==> src/rtl/snoop_reg_pkg.sv <==
package snoop_reg_pkg;

  typedef enum logic [1:0] {
    SEL_ZERO = 2'd0,
    SEL_CTL  = 2'd1,
    SEL_CFG  = 2'd2,
    SEL_PWR  = 2'd3
  } readSel_e;

  typedef struct packed {
    logic       ctlWr;
    logic       pwrWr;
    logic       rdEn;
    readSel_e   rdSel;
    logic [1:0] lane;
    logic [31:0] laneMask;
  } regStrobe_t;

endpackage

==> src/rtl/snoop_reg_ctrl.sv <==
module snoopRegCtrl
  import snoop_reg_pkg::*;
#(
  parameter int ADDR_W = 8,
  parameter int DATA_W = 32
) (
  input  logic [ADDR_W-1:0] regAddr,
  input  logic              regRead,
  input  logic              regWrite,
  input  logic [2:0]        regSize,
  output regStrobe_t        strobe
);
  localparam logic [ADDR_W-1:0] OFS_CTL = 'h00;
  localparam logic [ADDR_W-1:0] OFS_CFG = 'h04;
  localparam logic [ADDR_W-3:0] PWR_WORD = (ADDR_W-2)'(2);

  logic              sizeOk;
  logic [DATA_W-1:0] sizeMask;
  logic              isPwr;

  always_comb begin
    sizeOk   = 1'b1;
    sizeMask = '0;
    case (regSize)
      3'd1:    sizeMask = DATA_W'(32'h0000_00FF);
      3'd2:    sizeMask = DATA_W'(32'h0000_FFFF);
      3'd4:    sizeMask = '1;
      default: sizeOk = 1'b0;
    endcase
  end

  assign isPwr = (regAddr[ADDR_W-1:2] == PWR_WORD);

  always_comb begin
    strobe          = '0;
    strobe.rdEn     = regRead;
    strobe.lane     = regAddr[1:0];
    strobe.ctlWr    = regWrite && sizeOk && (regAddr == OFS_CTL);
    strobe.pwrWr    = regWrite && sizeOk && isPwr;
    strobe.laneMask = sizeMask << {regAddr[1:0], 3'b000};
    if (regAddr == OFS_CTL)      strobe.rdSel = SEL_CTL;
    else if (regAddr == OFS_CFG) strobe.rdSel = SEL_CFG;
    else if (isPwr)              strobe.rdSel = SEL_PWR;
    else                         strobe.rdSel = SEL_ZERO;
  end
endmodule

==> src/rtl/snoop_reg_data.sv <==
module snoopRegData
  import snoop_reg_pkg::*;
#(
  parameter int CORE_COUNT = 2,
  parameter int DATA_W     = 32
) (
  input  logic              clk,
  input  logic              rstN,
  input  regStrobe_t        strobe,
  input  logic [DATA_W-1:0] regWdata,
  output logic [DATA_W-1:0] regRdata
);
  localparam int PRESENT_LSB = 4;
  localparam logic [DATA_W-1:0] CFG_WORD =
      (DATA_W'((1 << CORE_COUNT) - 1) << PRESENT_LSB) | DATA_W'(CORE_COUNT - 1);

  logic              ctlBit;
  logic [DATA_W-1:0] pwrWord;
  logic [DATA_W-1:0] laneData;
  logic [DATA_W-1:0] rdValue;

  assign laneData = regWdata << {strobe.lane, 3'b000};

  always_ff @(posedge clk or negedge rstN) begin
    if (!rstN) begin
      ctlBit  <= 1'b0;
      pwrWord <= '0;
    end else begin
      if (strobe.ctlWr) ctlBit <= regWdata[0];
      if (strobe.pwrWr) pwrWord <= (pwrWord & ~strobe.laneMask) | (laneData & strobe.laneMask);
    end
  end

  always_comb begin
    case (strobe.rdSel)
      SEL_CTL: rdValue = {{(DATA_W-1){1'b0}}, ctlBit};
      SEL_CFG: rdValue = CFG_WORD;
      SEL_PWR: rdValue = pwrWord >> {strobe.lane, 3'b000};
      default: rdValue = '0;
    endcase
  end

  always_ff @(posedge clk or negedge rstN) begin
    if (!rstN)            regRdata <= '0;
    else if (strobe.rdEn) regRdata <= rdValue;
  end
endmodule

==> src/rtl/snoop_reg_block.sv <==
module snoopRegBlock
  import snoop_reg_pkg::*;
#(
  parameter int CORE_COUNT = 2
) (
  input  logic        clk,
  input  logic        rstN,
  input  logic [7:0]  regAddr,
  input  logic        regRead,
  input  logic        regWrite,
  input  logic [2:0]  regSize,
  input  logic [31:0] regWdata,
  output logic [31:0] regRdata
);
  regStrobe_t strobe;

  if (CORE_COUNT < 1 || CORE_COUNT > 4) begin : g_badCount
    initial $error("snoopRegBlock: CORE_COUNT must be 1 to 4");
  end

  snoopRegCtrl #(.ADDR_W(8), .DATA_W(32)) ctrl_i (
    .regAddr (regAddr),
    .regRead (regRead),
    .regWrite(regWrite),
    .regSize (regSize),
    .strobe  (strobe)
  );

  snoopRegData #(.CORE_COUNT(CORE_COUNT), .DATA_W(32)) data_i (
    .clk     (clk),
    .rstN    (rstN),
    .strobe  (strobe),
    .regWdata(regWdata),
    .regRdata(regRdata)
  );
endmodule

==> config.mk <==
export PLATFORM = sky130hd
export DESIGN_NAME = snoopRegBlock
export DESIGN_NICKNAME = d
export VERILOG_FILES = /design/src/rtl/snoop_reg_pkg.sv /design/src/rtl/snoop_reg_ctrl.sv /design/src/rtl/snoop_reg_data.sv /design/src/rtl/snoop_reg_block.sv
export SDC_FILE = /design/constraint.sdc
export NUM_CORES = 1
export LEC_CHECK = 0
export BUFFER_PORTS_ARGS = -buffer_cell sky130_fd_sc_hd__buf_2
export CAP_MARGIN = 40
export CELL_PAD_IN_SITES_DETAIL_PLACEMENT = 1
export CELL_PAD_IN_SITES_GLOBAL_PLACEMENT = 1
export CORE_UTILIZATION = 38
export DETAILED_ROUTE_END_ITERATION = 8
export PLACE_DENSITY = 0.72
export SLEW_MARGIN = 20
export SYNTH_ARGS = -nofsm -noshare
export SYNTH_HDL_FRONTEND = slang
export SYNTH_SLANG_ARGS = --single-unit
==> constraint.sdc <==
create_clock -name clk -period 0.9 [get_ports clk]
set_input_delay 0.135 -clock clk [delete_from_list [all_inputs] [get_ports clk]]
set_output_delay 0.135 -clock clk [all_outputs]
set_load 0.05 [all_outputs]
==> results of run 1 <==
final timing paths:
kind                                                   to  slack, ps  cells after the start   startpoint
max                                              register       -490                      7   regAddr[4]
min                                              register         50                      2  regWdata[3]
max reg2reg                data_i.regRdata[4]$_DFFE_PN0P_       -220                      3     register
min reg2reg                                      register        520                      1     register
max in group asynchronous                       async pin        280                      3         rstN
min in group asynchronous       data_i.ctlBit$_DFFE_PN0P_        330                      3         rstN
logic make-up after synthesis:
family	after synthesis	synth area share, %
mux	78	24.1
compound gates	75	15.5
simple gates	47	9.52
flops	65	46.9
xor+xnor	3	0.757
buf+inv	27	3.21
power by group through the flow:
stage	Combinational (mW)	Sequential (mW)	Clock (mW)
final	1.19	3.03	2.68
after global routing	1.26	3.04	2.82
after CTS	1.10	3.02	2.60
after detailed placement	0.975	3.08	0
after global placement	0.950	3.07	0
after floorplan	0.483	3.11	0
routing by layer:
layer  track usage (%)  wire length (um)  vias to the layer above
met3              6.19               591                       38
met5                 0                 0                        -
met1              32.8              5450                     1667
met4              11.4               480                        0
met2              48.3              7130                      105
li1                  -                 -                     1441
layout make-up:
class,instances,area share [%]
multi-input cells,203,39.6
flip-flops and latches,65,27.9
repair buffers,178,26.3
clock buffers,11,2.43
well taps,108,2.32
clock inverters,5,0.945
inverters,8,0.516
cell usage in the layout (no fill, tap or decap), types with 10 or more instances in the layout:
cell type / synthesis / final
nor2_1: 12 / 12
buf_2: 8 / 40
buf_6: 0 / 45
nor2b_1: 10 / 10
dfrtp_1: 65 / 65
buf_4: 0 / 81
o2bb2ai_4: 0 / 15
a21oi_1: 22 / 14
mux2_2: 42 / 11
mux2_4: 0 / 33
clkbuf_8: 0 / 10
nand2_1: 11 / 11
mux2i_1: 34 / 30
what timing repair did:
action | CTS | global route
cloned | 1 | 0
setup endpoints to repair | 97 | 97
pin swaps | 23 | 4
buffers inserted | 29 | 16
hold buffers | 1 | 0
hold endpoints to repair | 65 | 0
gates resized for setup | 134 | 30
metrics by stage:
step	cell area [um^2]	setup WS, ps
floorplan	3670	-726
global placement	4520	-845
detailed placement	4520	-895
CTS	5490	-441
global route	5820	-541
finish	5820	-492
==> run_results.csv, run 1 <==
group,metric,value,unit
timing,fmax,718,MHz
pwr,ir_drop,0.854,mV
finish,fill_cells,844,
detailed_routing,route.detailed.drc,0,
clock_tree,clock_latency,360,ps
global_routing,antenna_found_initial,0,
detailed_routing,ant_nets,0,
setup_path,arrival,1640,ps
setup_path,path_buf_inv,3,
die,start_util,39.6,%
setup_path,worst_ep_required_time,1140,ps
timing,fin_ws,-492,ps
synth,synth_cell_types,32,
placed_design,gp_routability_congestion,0.776,
placed_design,portBuffers,78,
synth,ys_seq_area_share,46.9,%
die,io_pins,79,
timing,hold_viol,0,
timing,maxSlewViolCount,0,
timing,period_share,155,%
synth,synth-seq-cells,65,
pwr,clkPwrFrac,38.8,%
synth,synthMostInstantiatedCell,"dfrtp_1",
synth,yosysTopAreaCell,"dfrtp_1",
finish,layout.nets,512,
clock_tree,cts.sinks,65,
timing,setup-tns-final,-27450,ps
outcome,status,"finished, violations left",
setup_path,end_kind,"register",
timing,final.min_clock_period,1390,ps
synth,netlist_top_cells_count,"65 x dfrtp_1, 42 x mux2_2, 34 x mux2i_1",
detailed_routing,vias,3251,
timing,slew_headroom,70.6,%
setup_path,cp-start-kind,"input pin",
timing,rsz0062_at_grt,"true",
global_routing,grt_pass1_vias,3520,
die,coreArea,8760,um^2
clock_tree,cts_tree,"yes",
finish,final_cells,578,
min_path,min_path_type,"in -> reg",
pwr,switchingPower,2.04,mW
synth,synth.area.top_cells,"dfrtp_1 47%, mux2_2 14%, mux2i_1 9.8%",
timing,worst_slew_pin_slew,440,ps
synth,syn_area,3470,um^2
setup_path,path_delay_family,"simple AND/OR/NAND/NOR gates",
setup_path,worstPathMaxFanout,8,
pwr,p_int,4.85,mW
synth,post_synth.cell_area_avg,11.8,um^2
die,die_w,97.6,um
detailed_routing,vias_per_cell,5.62,
synth,syn_nets,342,
synth,synth-edff-count,0,
synth,synth_top_area_share,46.9,%
finish,ff_latch_area,1630,um^2
detailed_routing,wire_per_inst,23.6,um
setup_path,path_cells,"buf_8 -> nor4_4 -> nand3b_4 -> buf_4 -> nor4_4 -> buf_12 -> mux2_4",
finish,syn_to_final_growth,67.9,%
die,die-area,9520,um^2
synth,synth_flop_cell,"dfrtp_1",
pwr,power_frac_comb,17.2,%
detailed_routing,totalWireLength,13.6,mm
clock_tree,cts-htree-levels,3,
job,maxCapViolCount,0,
clock_tree,cts-root-buf,"clkbuf_8",
pwr,switching_share,29.6,%
timing,clock_skew,11.1,ps
pwr,power_frac_seq,44.0,%
setup_path,crit_top_cell,"nor4_4",
global_routing,grt_pass1_wl,19.9,mm
detailed_routing,first_pass_iters,4,
timing,hold_slack,49.2,ps
setup_path,critical_path_class,"in -> reg",
synth,async_flop_share,100,%
setup_path,slowest_stage,"nor4_4",
timing,setup_viol,97,
pwr,power.total,6.90,mW
clock_tree,cts_buffers,9,
placed_design,dp_cells,516,
finish,multiInputGateArea,2310,um^2
finish,insertedDiodeCount,0,
global_routing,grt.total_usage,27.7,%
clock_tree,clk_pin_slew_worst_paths,80,ps
die,core.rowCount,34,
synth,yosys_warnings,0,
finish,fin_util,66.5,%
setup_path,cpPeakStageDelay,340,ps
synth,syn_inst,295,
pwr,powerDensity,1180,nW/um^2
finish,drive_gt1_share,60.6,%
outcome,violations,"negative setup slack",
global_routing,overflow,0,
detailed_routing,drt_iter0_markers,109,
pwr,p_leak,2.73,nW
die,die_h,97.6,um
clock_tree,cts_buffer_depth,2,
global_routing,grt_max_degree,66,
placed_design,dpl.hpwl,7.40,mm
Power figures use the tool's default switching activity.
==> run 2: changes to the inputs <==
--- a/constraint.sdc
+++ b/constraint.sdc
@@ -3,2 +3,2 @@
 set_output_delay 0.135 -clock clk [all_outputs]
-set_load 0.05 [all_outputs]
+set_load 0.005 [all_outputs]
==> run 2 against run 1 <==
  * The flow still finishes with violations (negative setup slack)
  * Via count fell by 0.25%
  * Cell area shrank 4.9%
  * First-iteration DRC count rose by 29%
  * Highest routed layer unchanged
==> run_results.csv, run 2 (synthesis gave the netlist of run 1 again) <==
group,metric,value,unit
die,core.rowCount,34,
finish,syn_to_final_growth,59.7,%
placed_design,dpl.hpwl,7.40,mm
setup_path,cp-start-kind,"input pin",
setup_path,path_delay_family,"buffers and inverters",
timing,fin_ws,-536,ps
die,io_pins,79,
pwr,switching_share,29.3,%
finish,stdcell_area,5540,um^2
clock_tree,cts_buffers,9,
clock_tree,cts-htree-levels,3,
timing,hold_slack,53.6,ps
detailed_routing,first_pass_iters,4,
timing,clock_skew,8.31,ps
timing,hold_viol,0,
detailed_routing,vias,3243,
pwr,p_int,4.83,mW
die,die_h,97.6,um
setup_path,arrival,1670,ps
detailed_routing,vias_per_cell,5.68,
finish,fill_cells,897,
finish,layout_common_cells,"74 x buf_4, 73 x buf_2, 65 x dfrtp_1, 31 x mux2_4, 30 x mux2i_1",
min_path,min_path_type,"in -> reg",
placed_design,dp_cells,516,
die,die_w,97.6,um
pwr,powerDensity,1230,nW/um^2
clock_tree,clock_latency,360,ps
timing,fmax,696,MHz
setup_path,path_cells,"buf_2 -> a21oi_1 -> a221oi_1 -> buf_4 -> nor4_4 -> buf_6 -> mux2_4",
setup_path,slowest_stage,"nor4_4",
global_routing,overflow,0,
setup_path,path_buf_inv,3,
finish,ff_latch_area,1630,um^2
global_routing,grt.total_usage,26.7,%
outcome,violations,"negative setup slack",
setup_path,worst_ep_required_time,1140,ps
global_routing,grt_pass1_wl,19.3,mm
finish,drive_gt1_share,59.8,%
setup_path,critical_path_class,"in -> reg",
clock_tree,cts_buffer_depth,2,
placed_design,portBuffers,78,
finish,layout.nets,505,
setup_path,end_kind,"register",
detailed_routing,drt_iter0_markers,141,
die,start_util,39.6,%
detailed_routing,wire_per_inst,24.4,um
timing,maxSlewViolCount,0,
clock_tree,cts-root-buf,"clkbuf_8",
timing,setup_viol,97,
timing,rsz0062_at_grt,"true",
finish,insertedDiodeCount,0,
global_routing,grt_max_degree,66,
outcome,status,"finished, violations left",
clock_tree,clk_pin_slew_worst_paths,80,ps
job,maxCapViolCount,0,
die,die-area,9520,um^2
finish,fin_util,63.2,%
pwr,ir_drop,0.755,mV
global_routing,antenna_found_initial,0,
pwr,power_frac_seq,44.3,%
setup_path,cpPeakStageDelay,320,ps
detailed_routing,wl_met1,5.33,mm
detailed_routing,totalWireLength,13.9,mm
detailed_routing,ant_nets,0,
detailed_routing,route.detailed.drc,0,
finish,final_cells,571,
timing,worst_slew_pin_slew,463,ps
detailed_routing,top_layer_used,"met4",
placed_design,gp_routability_congestion,0.776,
detailed_routing,wl_met3,761,um
pwr,power_frac_comb,16.6,%
timing,slew_headroom,68.3,%
timing,period_share,160,%
placed_design,placed_area,4520,um^2
global_routing,grt_pass1_vias,3443,
pwr,clkPwrFrac,39.2,%
die,coreArea,8760,um^2
clock_tree,cts_tree,"yes",
pwr,switchingPower,2.01,mW
pwr,power.total,6.84,mW
pwr,p_leak,2.67,nW
timing,final.min_clock_period,1440,ps
clock_tree,cts.sinks,65,
detailed_routing,wl_met2,7.17,mm
finish,multiInputGateArea,2270,um^2
setup_path,worstPathMaxFanout,5,
finish,final_common_cell,"buf_4",
run 2: repair_timing:
| action | in CTS | in global routing |
|---|---|---|
| hold endpoints to repair | 65 | 0 |
| pin swaps | 23 | 9 |
| gates resized for setup | 70 | 25 |
| setup endpoints to repair | 97 | 97 |
| hold buffers | 1 | 0 |
| cloned | 1 | 0 |
| buffers inserted | 30 | 9 |
run 2: worst paths after layout:
kind | startpoint | to | slack, ps | cells after the start
worst max-delay path | regAddr[1] | register | -540 | 7
worst min-delay path | regWdata[3] | register | 50 | 2
worst max register to register | register | data_i.regRdata[23]$_DFFE_PN0P_ | -300 | 3
worst min register to register | data_i.ctlBit$_DFFE_PN0P_ | data_i.ctlBit$_DFFE_PN0P_ | 530 | 1
max in group asynchronous | rstN | data_i.regRdata[9]$_DFFE_PN0P_ | 270 | 3
min in group asynchronous | rstN | async pin | 320 | 3
run 2: routing by layer:
layer | GRT usage, % | up-vias
met5 | 0 | -
met4 | 8.48 | 0
met3 | 4.75 | 51
met2 | 47.1 | 132
met1 | 33.0 | 1641
li1 | - | 1419
run 2: worst reg2reg max path, cell delays in order, from the launching register on:
cell,delay [ps]
dfrtp_1,420
buf_4,170
mux2i_1,390
o2bb2ai_4,110
run 2: cell type report:
| cell class | count | area share, % |
|---|---|---|
| inverters | 8 | 0.542 |
| flip-flops and latches | 65 | 29.4 |
| repair buffers | 171 | 23.1 |
| clock inverters | 5 | 0.994 |
| well taps | 108 | 2.44 |
| clock buffers | 11 | 2.55 |
| multi-input cells | 203 | 41.0 |
run 2: stage by stage:
step	setup slack (ps)	setup TNS [ps]
after detailed placement	-895	-47590
after global placement	-845	-45900
after CTS	-441	-23130
after floorplan	-726	-33970
after global routing	-618	-31610
final	-536	-26440
run 2: power groups by stage:
stage / combinational, mW / clock (mW) / sequential, mW
detailed placement: 0.938 / 0 / 3.08
CTS: 1.05 / 2.60 / 3.02
finish: 1.13 / 2.68 / 3.03
global placement: 0.913 / 0 / 3.07
global route: 1.20 / 2.80 / 3.04
floorplan: 0.483 / 0 / 3.07
